File: src/rtl/rtc_pkg.sv
package rtc_pkg;
  localparam int DATA_W = 32;
  localparam int ADDR_W = 8;

  localparam logic [ADDR_W-1:0] A_FLAGS   = 8'h00;
  localparam logic [ADDR_W-1:0] A_CTRL    = 8'h08;
  localparam logic [ADDR_W-1:0] A_INC_EN  = 8'h0C;
  localparam logic [ADDR_W-1:0] A_AMASK   = 8'h10;
  localparam logic [ADDR_W-1:0] A_WORD0   = 8'h14;
  localparam logic [ADDR_W-1:0] A_WORD1   = 8'h18;
  localparam logic [ADDR_W-1:0] A_WORD2   = 8'h1C;
  localparam logic [ADDR_W-1:0] A_SEC     = 8'h20;
  localparam logic [ADDR_W-1:0] A_MIN     = 8'h24;
  localparam logic [ADDR_W-1:0] A_HOUR    = 8'h28;
  localparam logic [ADDR_W-1:0] A_DOM     = 8'h2C;
  localparam logic [ADDR_W-1:0] A_DOW     = 8'h30;
  localparam logic [ADDR_W-1:0] A_DOY     = 8'h34;
  localparam logic [ADDR_W-1:0] A_MON     = 8'h38;
  localparam logic [ADDR_W-1:0] A_YEAR    = 8'h3C;
  localparam logic [ADDR_W-1:0] A_CAL     = 8'h40;
  localparam logic [ADDR_W-1:0] A_SCRATCH = 8'h44;
  localparam logic [ADDR_W-1:0] A_ALARM   = 8'h60;  // alarm bank, same order as counters

  // strobes from control to datapath
  typedef struct packed {
    logic tick;   // one calendar second elapses this cycle
  } rtcStrobeT;
endpackage

File: src/rtl/rtc_ctrl.sv
module rtc_ctrl
  import rtc_pkg::*;
#(
  parameter int DIV_TICKS = 32768,
  parameter int CAL_W     = 17
) (
  input  logic              clk,
  input  logic              rstN,
  input  logic              refTick,
  input  logic [ADDR_W-1:0] busAddr,
  input  logic              busWe,
  input  logic [DATA_W-1:0] busWdata,
  output logic [DATA_W-1:0] ctrlRdata,
  output rtcStrobeT         strobe
);
  localparam int DIV_W = (DIV_TICKS > 2) ? $clog2(DIV_TICKS) : 1;
  localparam logic [DIV_W-1:0] DIV_LAST = DIV_W'(DIV_TICKS - 1);

  logic             runEn, divRst, calOff, calBack, extraPend;
  logic [CAL_W-1:0] calVal, calCnt;
  logic [DIV_W-1:0] divCnt;
  logic             secEdge, calActive, calEvent;
  logic             unusedWdata;

  assign unusedWdata = ^busWdata[DATA_W-1:CAL_W+1];

  assign secEdge   = runEn && !divRst && refTick && (divCnt == DIV_LAST);
  assign calActive = !calOff && (calVal != '0);
  assign calEvent  = secEdge && calActive && (calCnt == calVal - 1'b1);
  assign strobe.tick = (secEdge && !(calEvent && calBack)) || extraPend;

  always_ff @(posedge clk or negedge rstN) begin
    if (!rstN) begin
      runEn <= 1'b0; divRst <= 1'b0; calOff <= 1'b0;
      calVal <= '0; calBack <= 1'b0;
      divCnt <= '0; calCnt <= '0; extraPend <= 1'b0;
    end else begin
      if (busWe && busAddr == A_CTRL) begin
        runEn  <= busWdata[0];
        divRst <= busWdata[1];
        calOff <= busWdata[4];
      end
      if (busWe && busAddr == A_CAL) begin
        calVal  <= busWdata[CAL_W-1:0];
        calBack <= busWdata[CAL_W];
      end
      if (divRst)
        divCnt <= '0;
      else if (runEn && refTick)
        divCnt <= (divCnt == DIV_LAST) ? '0 : divCnt + 1'b1;
      if (divRst || !calActive)
        calCnt <= '0;
      else if (secEdge)
        calCnt <= calEvent ? '0 : calCnt + 1'b1;
      extraPend <= calEvent && !calBack;
    end
  end

  always_comb begin
    ctrlRdata = '0;
    if (busAddr == A_CTRL) ctrlRdata = {27'd0, calOff, 2'd0, divRst, runEn};
    if (busAddr == A_CAL)  ctrlRdata = DATA_W'({calBack, calVal});
  end

  // a held divider produces no second of its own
  assert_div_hold_R2: assert property (@(posedge clk) disable iff (!rstN)
    (divRst && !extraPend) |-> !strobe.tick);
  // a forward correction adds a second on the following cycle
  assert_cal_extra_R12: assert property (@(posedge clk) disable iff (!rstN)
    (calEvent && !calBack) |=> strobe.tick);
endmodule

File: src/rtl/rtc_datapath.sv
module rtc_datapath
  import rtc_pkg::*;
#(
  parameter int YEAR_W = 12,
  parameter int GP_N   = 5
) (
  input  logic              clk,
  input  logic              rstN,
  input  rtcStrobeT         strobe,
  input  logic [ADDR_W-1:0] busAddr,
  input  logic              busWe,
  input  logic [DATA_W-1:0] busWdata,
  output logic [DATA_W-1:0] dpRdata,
  output logic              irq
);
  logic [5:0] secCnt, minCnt, alSec, alMin;
  logic [4:0] hourCnt, domCnt, alHour, alDom, monLen;
  logic [2:0] dowCnt, alDow;
  logic [8:0] doyCnt, alDoy;
  logic [3:0] monCnt, alMon;
  logic [YEAR_W-1:0] yearCnt, alYear;
  logic [7:0] amask, incEn, fieldChg, fieldEq;
  logic [1:0] flags;
  logic       alarmChk, alarmHit, incHit;
  logic       secWrap, minWrap, dayInc, monWrap, yearInc;
  logic       wrFlags, anyCntWr;
  logic [DATA_W-1:0] gp [GP_N];

  function automatic logic wrAt(input logic [ADDR_W-1:0] a);
    return busWe && busAddr == a;
  endfunction

  always_comb begin
    case (monCnt)
      4'd2:                      monLen = (yearCnt[1:0] == 2'b00) ? 5'd29 : 5'd28;
      4'd4, 4'd6, 4'd9, 4'd11:   monLen = 5'd30;
      default:                   monLen = 5'd31;
    endcase
  end

  assign secWrap = secCnt == 6'd59;
  assign minWrap = secWrap && minCnt == 6'd59;
  assign dayInc  = minWrap && hourCnt == 5'd23;
  assign monWrap = dayInc && domCnt >= monLen;
  assign yearInc = monWrap && monCnt >= 4'd12;
  assign fieldChg = {yearInc, monWrap, dayInc, dayInc, dayInc, minWrap, secWrap, 1'b1}
                    & {8{strobe.tick}};
  assign fieldEq = {alYear == yearCnt, alMon == monCnt, alDoy == doyCnt, alDow == dowCnt,
                    alDom == domCnt, alHour == hourCnt, alMin == minCnt, alSec == secCnt};
  assign alarmHit = alarmChk && amask != 8'hFF && (&(fieldEq | amask));
  assign incHit   = |(fieldChg & incEn);
  assign wrFlags  = wrAt(A_FLAGS);
  assign anyCntWr = busWe && busAddr >= A_SEC && busAddr <= A_YEAR;
  assign irq      = |flags;

  always_ff @(posedge clk or negedge rstN) begin
    if (!rstN) begin
      secCnt <= '0; minCnt <= '0; hourCnt <= '0; domCnt <= '0;
      dowCnt <= '0; doyCnt <= '0; monCnt <= '0; yearCnt <= '0;
      alSec <= '0; alMin <= '0; alHour <= '0; alDom <= '0;
      alDow <= '0; alDoy <= '0; alMon <= '0; alYear <= '0;
      amask <= 8'hFF; incEn <= '0; flags <= '0; alarmChk <= 1'b0;
    end else begin
      if (strobe.tick) begin
        secCnt <= secWrap ? '0 : secCnt + 1'b1;
        if (secWrap) minCnt  <= (minCnt == 6'd59) ? '0 : minCnt + 1'b1;
        if (minWrap) hourCnt <= (hourCnt == 5'd23) ? '0 : hourCnt + 1'b1;
        if (dayInc) begin
          domCnt <= monWrap ? 5'd1 : domCnt + 1'b1;
          dowCnt <= (dowCnt >= 3'd6) ? '0 : dowCnt + 1'b1;
          doyCnt <= yearInc ? 9'd1 : doyCnt + 1'b1;
        end
        if (monWrap) monCnt  <= yearInc ? 4'd1 : monCnt + 1'b1;
        if (yearInc) yearCnt <= yearCnt + 1'b1;
      end
      if (wrAt(A_SEC))  secCnt  <= busWdata[5:0];
      if (wrAt(A_MIN))  minCnt  <= busWdata[5:0];
      if (wrAt(A_HOUR)) hourCnt <= busWdata[4:0];
      if (wrAt(A_DOM))  domCnt  <= busWdata[4:0];
      if (wrAt(A_DOW))  dowCnt  <= busWdata[2:0];
      if (wrAt(A_DOY))  doyCnt  <= busWdata[8:0];
      if (wrAt(A_MON))  monCnt  <= busWdata[3:0];
      if (wrAt(A_YEAR)) yearCnt <= busWdata[YEAR_W-1:0];
      if (wrAt(A_ALARM))         alSec  <= busWdata[5:0];
      if (wrAt(A_ALARM + 8'h04)) alMin  <= busWdata[5:0];
      if (wrAt(A_ALARM + 8'h08)) alHour <= busWdata[4:0];
      if (wrAt(A_ALARM + 8'h0C)) alDom  <= busWdata[4:0];
      if (wrAt(A_ALARM + 8'h10)) alDow  <= busWdata[2:0];
      if (wrAt(A_ALARM + 8'h14)) alDoy  <= busWdata[8:0];
      if (wrAt(A_ALARM + 8'h18)) alMon  <= busWdata[3:0];
      if (wrAt(A_ALARM + 8'h1C)) alYear <= busWdata[YEAR_W-1:0];
      if (wrAt(A_AMASK))  amask <= busWdata[7:0];
      if (wrAt(A_INC_EN)) incEn <= busWdata[7:0];
      alarmChk <= strobe.tick;
      flags[0] <= (flags[0] && !(wrFlags && busWdata[0])) || incHit;
      flags[1] <= (flags[1] && !(wrFlags && busWdata[1])) || alarmHit;
    end
  end

  for (genvar g = 0; g < GP_N; g++) begin : gScratch
    always_ff @(posedge clk or negedge rstN) begin
      if (!rstN) gp[g] <= '0;
      else if (wrAt(A_SCRATCH + 8'(4 * g))) gp[g] <= busWdata;
    end
  end

  always_comb begin
    dpRdata = '0;
    case (busAddr)
      A_FLAGS:  dpRdata = {30'd0, flags};
      A_INC_EN: dpRdata = {24'd0, incEn};
      A_AMASK:  dpRdata = {24'd0, amask};
      A_WORD0:  dpRdata = {5'd0, dowCnt, 3'd0, hourCnt, 2'd0, minCnt, 2'd0, secCnt};
      A_WORD1: begin
        dpRdata = {20'd0, monCnt, 3'd0, domCnt};
        dpRdata[16 +: YEAR_W] = yearCnt;
      end
      A_WORD2:  dpRdata = {23'd0, doyCnt};
      A_SEC:    dpRdata = {26'd0, secCnt};
      A_MIN:    dpRdata = {26'd0, minCnt};
      A_HOUR:   dpRdata = {27'd0, hourCnt};
      A_DOM:    dpRdata = {27'd0, domCnt};
      A_DOW:    dpRdata = {29'd0, dowCnt};
      A_DOY:    dpRdata = {23'd0, doyCnt};
      A_MON:    dpRdata = {28'd0, monCnt};
      A_YEAR:   dpRdata = DATA_W'(yearCnt);
      A_ALARM:         dpRdata = {26'd0, alSec};
      A_ALARM + 8'h04: dpRdata = {26'd0, alMin};
      A_ALARM + 8'h08: dpRdata = {27'd0, alHour};
      A_ALARM + 8'h0C: dpRdata = {27'd0, alDom};
      A_ALARM + 8'h10: dpRdata = {29'd0, alDow};
      A_ALARM + 8'h14: dpRdata = {23'd0, alDoy};
      A_ALARM + 8'h18: dpRdata = {28'd0, alMon};
      A_ALARM + 8'h1C: dpRdata = DATA_W'(alYear);
      default: ;
    endcase
    for (int i = 0; i < GP_N; i++)
      if (busAddr == A_SCRATCH + 8'(4 * i)) dpRdata = gp[i];
  end

  assert_sec_wrap_R3: assert property (@(posedge clk) disable iff (!rstN)
    (strobe.tick && secWrap && !anyCntWr) |=> secCnt == 6'd0);
  assert_year_wrap_R5: assert property (@(posedge clk) disable iff (!rstN)
    (strobe.tick && yearInc && !anyCntWr) |=> (monCnt == 4'd1 && doyCnt == 9'd1));
  assert_alarm_after_tick_R8: assert property (@(posedge clk) disable iff (!rstN)
    $rose(flags[1]) |-> $past(strobe.tick, 2));
  assert_mask_off_R9: assert property (@(posedge clk) disable iff (!rstN)
    (amask == 8'hFF) |=> !$rose(flags[1]));
  assert_flag_clear_R11: assert property (@(posedge clk) disable iff (!rstN)
    (wrFlags && busWdata[1:0] == 2'b11 && !alarmHit && !incHit) |=> !irq);
endmodule

File: src/rtl/rtc_calendar.sv
module rtc_calendar
  import rtc_pkg::*;
#(
  parameter int DIV_TICKS = 32768,
  parameter int CAL_W     = 17,
  parameter int YEAR_W    = 12,
  parameter int GP_N      = 5
) (
  input  logic        clk,
  input  logic        rstN,
  input  logic        refTick,
  input  logic [7:0]  busAddr,
  input  logic        busWe,
  input  logic [31:0] busWdata,
  output logic [31:0] busRdata,
  output logic        irq
);
  rtcStrobeT   strobe;
  logic [31:0] ctrlRdata, dpRdata;

  rtc_ctrl #(.DIV_TICKS(DIV_TICKS), .CAL_W(CAL_W)) ctrl_i (
    .clk(clk), .rstN(rstN), .refTick(refTick), .busAddr(busAddr), .busWe(busWe),
    .busWdata(busWdata), .ctrlRdata(ctrlRdata), .strobe(strobe));

  rtc_datapath #(.YEAR_W(YEAR_W), .GP_N(GP_N)) dp_i (
    .clk(clk), .rstN(rstN), .strobe(strobe), .busAddr(busAddr), .busWe(busWe),
    .busWdata(busWdata), .dpRdata(dpRdata), .irq(irq));

  assign busRdata = ctrlRdata | dpRdata;
endmodule

File: config.mk
export PLATFORM = sky130hd
export DESIGN_NAME = rtc_calendar
export DESIGN_NICKNAME = d
export VERILOG_FILES = /design/src/rtl/rtc_pkg.sv /design/src/rtl/rtc_ctrl.sv /design/src/rtl/rtc_datapath.sv /design/src/rtl/rtc_calendar.sv
export SDC_FILE = /design/constraint.sdc
export NUM_CORES = 1
export LEC_CHECK = 0
export ABC_AREA = 1
export BUFFER_PORTS_ARGS = -buffer_cell sky130_fd_sc_hd__buf_2
export CAP_MARGIN = 20
export CORE_MARGIN = 4
export CORE_UTILIZATION = 40
export CTS_BUF_LIST = sky130_fd_sc_hd__clkbuf_2
export CTS_CLUSTER_SIZE = 20
export DETAILED_ROUTE_END_ITERATION = 10
export PLACE_DENSITY = 0.55
export SLEW_MARGIN = 0
export SYNTH_ARGS = -nofsm -noshare
export SYNTH_HDL_FRONTEND = slang
export SYNTH_SLANG_ARGS = --single-unit
export TNS_END_PERCENT = 1
File: constraint.sdc
create_clock -name clk -period 2.96 [get_ports clk]
set_clock_uncertainty 0.1 [all_clocks]
set_input_delay 0.592 -clock clk [delete_from_list [all_inputs] [get_ports clk]]
set_output_delay 0.592 -clock clk [all_outputs]
set_load 0.02 [all_outputs]
Yosys cells after proc, flatten, opt, wreduce, memory -nomap -nowiden. Cells that the tools add are included.

Flip-flop bits (word level): 333. Bits in latches: 0. Memory bits (writable): 0. Bits in read-only memories: 0. Bits of input ports: 44. Output and inout bits: 33. Word-level logic and storage cells: 233. Memories: 0.

$add $sub $neg: 11. Multiply operators: 0. Divide/modulo/power cells: 0. Order comparisons: 3. Equality and inequality tests: 47. Shift operators: 0. Muxes and demuxes: 46. Bitwise operators: 4. Reductions and logical operators: 89.

Operators with widths (count): 28-bit one-hot mux with 21 select lines (1); 32-bit 2-to-1 mux (5); 8-bit by 7-bit == test with 1-bit output (second input constant) (14); 8-bit by 6-bit == test with 1-bit output (second input constant) (8); 17-bit 2-to-1 mux (3); 1-bit logical AND (46); 15-bit 2-to-1 mux (3); 5-bit 2-to-1 mux (9); 6-bit 2-to-1 mux (7); 12-bit 2-to-1 mux (3); 9-bit 2-to-1 mux (4); 2-bit nonzero test (17); 8-bit by 5-bit == test with 1-bit output (second input constant) (4); 32-bit OR (1); 18-bit 2-to-1 mux (1); 17-bit by 1-bit adder with 17-bit output (second input constant) (1); 17-bit == test (1); 17-bit nonzero test (1); 17-bit by 1-bit subtractor with 17-bit output (second input constant) (1); 8-bit AND (2); 8-bit by 4-bit == test with 1-bit output (second input constant) (2); 4-bit 2-to-1 mux (4); 15-bit by 1-bit adder with 15-bit output (second input constant) (1); 15-bit == test (second input constant) (1); other kinds (34) (60).

Longest topological paths before layout. Gate-level depths: netlist of the first run.

Depth after elaboration: 14. Gate-level depth with buffers: 19. Depth with buffers taken out: 19.

Modules after synthesis. From an unflattened synthesis of the first run, not the netlist that was laid out.

Cell total of the unflattened synthesis: 2510. Area, all modules: 18903.1 um^2.

By module, submodules not included: rtc_datapath (instances 1, cells each 1884, area an instance 14681.6 um^2, seq. area each 6991.7 um^2); rtc_ctrl (instances 1, cells each 530, area an instance 3861.2 um^2, seq. area each 1351.3 um^2); rtc_calendar (instances 1, cells each 96, area an instance 360.3 um^2, seq. area each 0.0 um^2).

Least setup slack after synthesis of the first run. OpenSTA, ideal clock, no wires.

Kind: in2out. Start: input busAddr[5]. End: output busRdata[30]. Arrival: 2.248 ns. Data required time: 2.268 ns. Setup slack: 0.020 ns. Cell stages on the path: 8. Buffers on the path: 3. Path through: buf_2 nor3_1 nand2_1 inv_1 clkbuf_1 buf_2 nand2_1 a41oi_1.

Longest elaborated chain between the ends: 7. Elaborated cells on any way between the ends: 11. Classes of those cells: 5 x eq/ne; 5 x mux; 1 x bitwise.

Ends and longest elaborated chain: from (decl) (RTL line rtc_calendar.sv:12) `input logic [7:0] busAddr,`; 8-bit by 7-bit == test with 1-bit output (RTL line rtc_datapath.sv:138) `if (busAddr == A_SCRATCH + 8'(4 * i)) dpRdata = gp[i];`; 32-bit 2-to-1 mux (4 in series) (RTL line rtc_datapath.sv:138); 32-bit 2-to-1 mux * (RTL line rtc_datapath.sv:138); 32-bit OR * (RTL line rtc_calendar.sv:29) `assign busRdata = ctrlRdata | dpRdata;`; to (decl) (RTL line rtc_calendar.sv:15) `output logic [31:0] busRdata,`.

Every way passes the cells marked *; elsewhere a longest branch is shown, timed or not.

Worst setup path in the final report of the first run.
Start: register dp_i.minCnt[5]. End: output busRdata[5].

Longest elaborated chain between the ends: 7.

Ends and longest elaborated chain: from (decl) (RTL line rtc_datapath.sv:16) `logic [5:0] secCnt, minCnt, alSec, alMin;`; from (signal assigned) (RTL line rtc_datapath.sv:66) `if (secWrap) minCnt <= (minCnt == 6'd59) ? '0 : minCnt + 1'b1;`; from (signal assigned) (RTL line rtc_datapath.sv:77) `if (wrAt(A_MIN)) minCnt <= busWdata[5:0];`; 28-bit one-hot mux with 21 select lines (RTL line rtc_datapath.sv:109) `case (busAddr)`; 32-bit 2-to-1 mux (5 in series) (RTL line rtc_datapath.sv:138); 32-bit OR (RTL line rtc_calendar.sv:29).

Every way passes these cells.

==> flow_summary.ini, run 1 <==
[finish]
finalNetCount = 2704
most_frequent_standard_cell_in_the_layout_excluding_fill_and_tap_cells = sky130_fd_sc_hd__nand2_1
layoutNonFillerInstCount = 3308
final_core_utilization_pct = 51.1
ratio_of_cells_with_drive_above_1_in_the_final_layout_pct = 25.1
mostFrequentLayoutCells = 635 x sky130_fd_sc_hd__nand2_1, 333 x sky130_fd_sc_hd__o21ai_0, 304 x sky130_fd_sc_hd__dfrtp_1
area.growth.synth_to_final_pct = 26.3

[worst_setup_path]
critical_path_required_ns = 2.27
crit_path_launch_type = flip-flop
worst-path-max-fanout = 5
worstSetupEndpointType = primary output
data_arrival_critical_path_ns = 2.75
worst-setup-path-type = flip-flop to primary output

[synthesis]
synth_top_area_share_pct = 45.6
synth_edf_count = 0
synth_cell_type_count = 54
mapped_cells = 2299
cell_type_with_the_largest_total_area_after_synthesis = sky130_fd_sc_hd__dfrtp_1
synth.top_cells.by_area = sky130_fd_sc_hd__dfrtp_1 46%, sky130_fd_sc_hd__nand2_1 14%, sky130_fd_sc_hd__o21ai_0 9.6%
ys_async_sr_fraction_pct = 100
ys_dominant_reg_cell = sky130_fd_sc_hd__dfrtp_1
synth_sequential_area_ratio_pct = 46.8
synth.cell_area_um2 = 17800
post_synth.cell_area_avg_um2 = 7.76
mappedNetlistNets = 2360
postSynthRegisterBits = 333
yosys_warnings = 0

[placed_design]
gp_congestion = 0.988
numPortBuffers = 76
post_dp_hpwl_um = 46900
placement.setup.worst_slack_ns = -0.601
placedCellCount = 3061

[floorplanning]
design.core.area_um2 = 44100
initial_utilization_pct = 40.4
rows = 77
die_w_um = 219
floorplan.die_area_um2 = 48100
i_o_pin_count = 77
vertical_die_dimension_um = 219

[sta]
worst-slew-pin-transition_ns = 0.719
slew_violations = 0
setup-tns-final_ns = -6.84
hold_slack_ns = 0.263
final_critical_path_setup_slack_ns = -0.477
clock.fmax_ghz = 0.291
final-hold-violation-count = 0
min_period_over_period_pct = 116
unrepaired_setup_endpoints_after_global_routing = true
post-route-min-period_ns = 3.44
report.final.setup_viol = 24
relSlewSlack_pct = 52.0

[job]
max_cap_violations = 0

[routing]
routed_wirelength_um = 65400
dr_wl_cell_um = 19.8
detail_route.first_pass.iterations = 6
route.antenna.remaining_nets = 0
dr_total_vias = 17500
drt_iter0_markers = 1417
detail_route.drc_violations = 0
route.detailed.vias_per_inst = 5.30

[clock_network]
cts.path.max_buffers = 3
cts-htree-levels = 3
cts.clk_slew.worst_paths_ns = 0.11
cts.root.buffer_cell = sky130_fd_sc_hd__clkbuf_2
cts_num_sinks = 333
later_pin_clock_latency_in_the_skew_report_ns = 1.06
tritoncts = done
cts_made_buffers = 92

[grt]
grt_pass1_vias = 16900
grt_antenna_before_repair = 1
grt_overflow = 0
grt_usage_pct = 27.3
grt_start_max_net_pins = 65
grt_pass1_wl_um = 100000

[pwr]
leakage_nw = 10.6
power-per-cell-area_nw_per_um2 = 446
ir_drop_worst_vdd_uv = 285

[status]
run_status = finished with violations
violations = setup timing

[worst_hold_path]
worstHoldPathType = input pin to flip-flop
==> stage by stage <==
stage / cell area, um2 / power, W
finish: 22500 / 0.0101
global route: 22500 / 0.0107
CTS: 22200 / 0.0101
detailed placement: 20200 / 0.00637
global placement: 20200 / 0.00634
floorplan: 17800 / 0.00580
==> kinds of logic (layout without fill, tap and decap cells) <==
| group | Yosys count | after routing | synth area share (%) |
|---|---|---|---|
| simple gates | 993 | 993 | 23.7 |
| compound gates | 548 | 548 | 17.5 |
| buf+inv | 334 | 750 | 7.19 |
| flops | 333 | 333 | 46.8 |
| xor+xnor | 73 | 73 | 3.66 |
| fa+ha+maj | 17 | 17 | 1.19 |
| mux | 1 | 1 | 0.0561 |
| other cells | 0 | 1 | 0 |
==> worst paths after layout <==
check,start,end,slack [ns],cells after the start
worst max-delay path,dp_i.minCnt[5],busRdata[5],-0.48,7
worst min-delay path,busWdata[7],dp_i.alDoy[7],0.26,4
worst max register to register,ctrl_i.calVal[1],dp_i.flags[0],0.11,18
worst min register to register,dp_i.gp[89],dp_i.gp[89],0.39,2
max in group asynchronous,rstN,dp_i.amask[0],1.65,4
min in group asynchronous,rstN,dp_i.alDoy[2],0.49,3
==> critical path: stages (launching register included) <==
cell                        delay (ns)
sky130_fd_sc_hd__dfrtp_1          0.42
sky130_fd_sc_hd__inv_4            0.13
sky130_fd_sc_hd__o2bb2ai_1        0.11
sky130_fd_sc_hd__a211oi_1         0.26
sky130_fd_sc_hd__nand4_1          0.23
sky130_fd_sc_hd__a21oi_1          0.18
sky130_fd_sc_hd__nand4_1          0.18
sky130_fd_sc_hd__buf_2            0.22
==> synth_stat cells (9+ instances only) <==
cell type and instances:
sky130_fd_sc_hd__xor2_1 42, sky130_fd_sc_hd__nor2_1 127, sky130_fd_sc_hd__o2111ai_1 17, sky130_fd_sc_hd__a221oi_1 13, sky130_fd_sc_hd__nand2_2 13, sky130_fd_sc_hd__ha_1 17, sky130_fd_sc_hd__nor3_1 30, sky130_fd_sc_hd__inv_2 9
sky130_fd_sc_hd__nand4_1 31, sky130_fd_sc_hd__o211ai_1 9, sky130_fd_sc_hd__nand2_1 648, sky130_fd_sc_hd__o21ai_0 342, sky130_fd_sc_hd__nor4_1 11, sky130_fd_sc_hd__nand3_1 98, sky130_fd_sc_hd__dfrtp_1 325, sky130_fd_sc_hd__o22ai_1 68
sky130_fd_sc_hd__a21oi_1 46, sky130_fd_sc_hd__inv_1 233, sky130_fd_sc_hd__xnor2_1 30, sky130_fd_sc_hd__o21ai_2 12, sky130_fd_sc_hd__clkbuf_1 81
==> timing repair <==
item | in CTS | in global routing
pin swaps | 26 | 24
hold buffers | 37 | 0
setup buffers | 37 | 8
cloned | 0 | 0
endpoints found under the setup margin | 47 | 74
endpoints found under the hold margin | 507 | 0
gates resized for setup | 158 | 60
==> report_power, final <==
part	internal (W)	total (W)	leakage [nW]	switching [W]
clock network	0.00153	0.00360	0.671	0.00207
logic	0.000541	0.00142	5.59	0.000883
registers	0.00481	0.00503	4.34	0.000217
==> routing by layer <==
metal	up-vias	part of all wire [%]	track usage [%]	routed length [um]
met1	8433	44	37.0	29000
met2	572	46	44.0	30200
met3	120	6.2	5.43	4040
met5	-	0	0	0
met4	0	3.3	9.16	2150
li1	8391	-	-	-
==> registers in the layout, indices dropped and copies added, names as in the netlist, 9 cells and up <==
signal         count
dp_i.alYear       12
dp_i.gp          160
dp_i.alDoy         9
dp_i.doyCnt        9
ctrl_i.calCnt     17
ctrl_i.divCnt     15
ctrl_i.calVal     17
dp_i.yearCnt      12
==> area by class of cell <==
| cell class | count | area [um2] |
|---|---|---|
| Fill cell | 4477 | 21600 |
| Multi-Input combinational cell | 1632 | 8770 |
| Inverter | 243 | 953 |
| Timing Repair Buffer | 341 | 2790 |
| Sequential cell | 333 | 8370 |
| Clock buffer | 139 | 696 |
| Antenna cell | 1 | 2.50 |
| Tap cell | 592 | 741 |
| Clock inverter | 27 | 208 |
Power figures use the tool's default switching activity.
==> run 2, diff against run 1 <==
Settings changed: PLACE_DENSITY 0.55 to default.
==> flow_summary.ini, run 2 (synthesis results as in run 1) <==
[pwr]
leakage_nw = 10.4
power-per-cell-area_nw_per_um2 = 438
p_comb_share_pct = 14.1
cell_internal_pwr_w = 0.00657
pwr-share-clk_pct = 33.9
ir_drop_worst_vdd_uv = 282
net-switching-power_w = 0.00312
finalPower_w = 0.00969
power.sequential.fraction_pct = 52.0
netSwitchingFraction_pct = 32.2

[floorplanning]
floorplan.die_area_um2 = 48100
i_o_pin_count = 77
rows = 77
design.core.area_um2 = 44100
initial_utilization_pct = 40.4
die_w_um = 219
vertical_die_dimension_um = 219

[placed_design]
placedCellCount = 3068
post_dp_hpwl_um = 46400
numPortBuffers = 76
gp_congestion = 0.983

[worst_setup_path]
crit_path_launch_type = flip-flop
crit_family = simple AND/OR/NAND/NOR gates
worst-path-max-fanout = 5
critical_path_required_ns = 2.27
data_arrival_critical_path_ns = 2.88
crit_path_top_delay_cell = sky130_fd_sc_hd__dfrtp_1
crit_chain = inv_2 > o22ai_1 > nor4_2 > nand3_1 > a21oi_1 > nand4_1 > buf_2
worstSetupEndpointType = primary output
critical_path_buf_inv_count = 2
worst_path_largest_cell_delay_ns = 0.45
worst-setup-path-type = flip-flop to primary output

[finish]
multi_input_comb_area_um2 = 8650
final_core_utilization_pct = 50.2
layoutNonFillerInstCount = 3286
largest_register_ff_count = 160
largest_register = dp_i.gp
area.growth.synth_to_final_pct = 24.1
ratio_of_cells_with_drive_above_1_in_the_final_layout_pct = 22.9
mostFrequentLayoutCells = 638 x sky130_fd_sc_hd__nand2_1, 330 x sky130_fd_sc_hd__o21ai_0, 310 x sky130_fd_sc_hd__dfrtp_1
finalNetCount = 2687
area.sequential_um2 = 8360
layout_top_registers = dp_i.gp: 160 flops, ctrl_i.calCnt: 17 flops, ctrl_i.calVal: 17 flops
most_frequent_standard_cell_in_the_layout_excluding_fill_and_tap_cells = sky130_fd_sc_hd__nand2_1
fill_cells = 4486

[clock_network]
cts-htree-levels = 3
tritoncts = done
cts.path.max_buffers = 3
cts_num_sinks = 333
cts_made_buffers = 92
later_pin_clock_latency_in_the_skew_report_ns = 1.09
cts.root.buffer_cell = sky130_fd_sc_hd__clkbuf_2
cts.clk_slew.worst_paths_ns = 0.12

[routing]
dr_wl_cell_um = 19.3
detail_route.first_pass.iterations = 5
route.antenna.remaining_nets = 0
detail_route.drc_violations = 0
drt_iter0_markers = 1435
dr_total_vias = 17600
routed_wirelength_um = 63400
route.detailed.vias_per_inst = 5.34

[sta]
relSlewSlack_pct = 45.3
report.final.setup_viol = 25
final_critical_path_setup_slack_ns = -0.614
clock.fmax_ghz = 0.280
post-route-min-period_ns = 3.57
final-hold-violation-count = 0
min_period_over_period_pct = 121
slew_violations = 0
hold_slack_ns = 0.230
worst-slew-pin-transition_ns = 0.819
unrepaired_setup_endpoints_after_global_routing = true

[job]
max_cap_violations = 0

[grt]
grt_pass1_wl_um = 98900
grt_antenna_before_repair = 3
grt_overflow = 0
grt_start_max_net_pins = 77
grt_usage_pct = 26.7
grt_pass1_vias = 17100

[status]
violations = setup timing
run_status = finished with violations

[worst_hold_path]
worstHoldPathType = input pin to flip-flop
-- run 2: cell count changes in the layout (fill, tap and decap cells not counted), moves of 5 or more --
cell	previous run	this run
sky130_fd_sc_hd__buf_4	207	188
sky130_fd_sc_hd__clkbuf_2	139	125
sky130_fd_sc_hd__clkinv_1	19	26
sky130_fd_sc_hd__dfrtp_1	304	310
sky130_fd_sc_hd__dfrtp_2	21	15
sky130_fd_sc_hd__inv_1	189	197
sky130_fd_sc_hd__inv_4	12	6
sky130_fd_sc_hd__nand3_1	91	96
sky130_fd_sc_hd__nand3_2	9	3
-- run 2: timing repair --
| item | 4_1_cts | 5_1_grt |
|---|---|---|
| buffers inserted | 10 | 9 |
| endpoints found under the setup margin | 53 | 80 |
| hold buffers | 37 | 0 |
| pin swaps | 16 | 18 |
| gates resized for setup | 115 | 57 |
| hold endpoints to repair | 542 | 0 |
-- run 2: per-stage QoR --
step | worst slack [ns] | setup TNS, ns | area (um2)
after floorplan | 0.0202 | 0 | 17800
after global placement | -0.559 | -9.09 | 20300
after detailed placement | -0.491 | -9.37 | 20300
after CTS | -0.663 | -10.34 | 21800
after global routing | -0.749 | -15.76 | 22100
final | -0.614 | -8.34 | 22100
-- run 2: layout make-up --
type | instances | area share, %
multi-input combinational | 1632 | 39.1
sequential | 333 | 37.8
timing repair buffer | 324 | 12.0
inverter | 243 | 4.20
tap | 592 | 3.35
clock buffer | 125 | 2.83
clock inverter | 33 | 0.791
antenna | 4 | 0.0452
-- run 2: power by group through the flow --
| stage | clock (W) | combinational, W | sequential [W] |
|---|---|---|---|
| final | 0.00329 | 0.00137 | 0.00504 |
| after global routing | 0.00362 | 0.00154 | 0.00507 |
| after CTS | 0.00340 | 0.00134 | 0.00503 |
| after detailed placement | 0 | 0.00126 | 0.00511 |
| after global placement | 0 | 0.00123 | 0.00510 |
| after floorplan | 0 | 0.000748 | 0.00505 |
-- run 2: final timing paths --
kind / end / cells past startpoint / slack [ns] / from
worst max register to register: dp_i.flags[0] / 20 / 0.01 / dp_i.monCnt[1]
min in group asynchronous: dp_i.alDoy[8] / 4 / 0.60 / rstN
max in group asynchronous: dp_i.minCnt[4] / 4 / 1.68 / rstN
worst min register to register: dp_i.gp[72] / 2 / 0.38 / dp_i.gp[72]
worst min-delay path: dp_i.alDoy[8] / 4 / 0.23 / busWdata[8]
worst max-delay path: busRdata[4] / 7 / -0.61 / dp_i.doyCnt[4]
-- run 2: worst reg2reg max path, cell delays in order (launching register included) --
cell and delay [ns]:
sky130_fd_sc_hd__dfrtp_1 0.42, sky130_fd_sc_hd__buf_4 0.16, sky130_fd_sc_hd__buf_4 0.13, sky130_fd_sc_hd__ha_1 0.18, sky130_fd_sc_hd__o21ai_1 0.14, sky130_fd_sc_hd__a21oi_2 0.07
sky130_fd_sc_hd__a21oi_2 0.13, sky130_fd_sc_hd__ha_1 0.24, sky130_fd_sc_hd__inv_1 0.06, sky130_fd_sc_hd__nand2_1 0.06, sky130_fd_sc_hd__a21oi_2 0.20, sky130_fd_sc_hd__nor4_1 0.07
sky130_fd_sc_hd__buf_4 0.15, sky130_fd_sc_hd__nand2_2 0.09, sky130_fd_sc_hd__nor2_4 0.05, sky130_fd_sc_hd__buf_12 0.12, sky130_fd_sc_hd__nand2_8 0.10, sky130_fd_sc_hd__buf_4 0.13
sky130_fd_sc_hd__nor2_1 0.04, sky130_fd_sc_hd__nor2_1 0.11, sky130_fd_sc_hd__nand2_1 0.06
-- run 2: metal layers --
metal	track usage (%)	share of wire (%)	routed length [um]	vias up
met4	10.2	3.8	2380	0
met1	36.3	43	27500	8423
met2	41.4	45	28300	646
met5	0	0	0	-
li1	-	-	-	8350
met3	6.67	8.2	5190	132
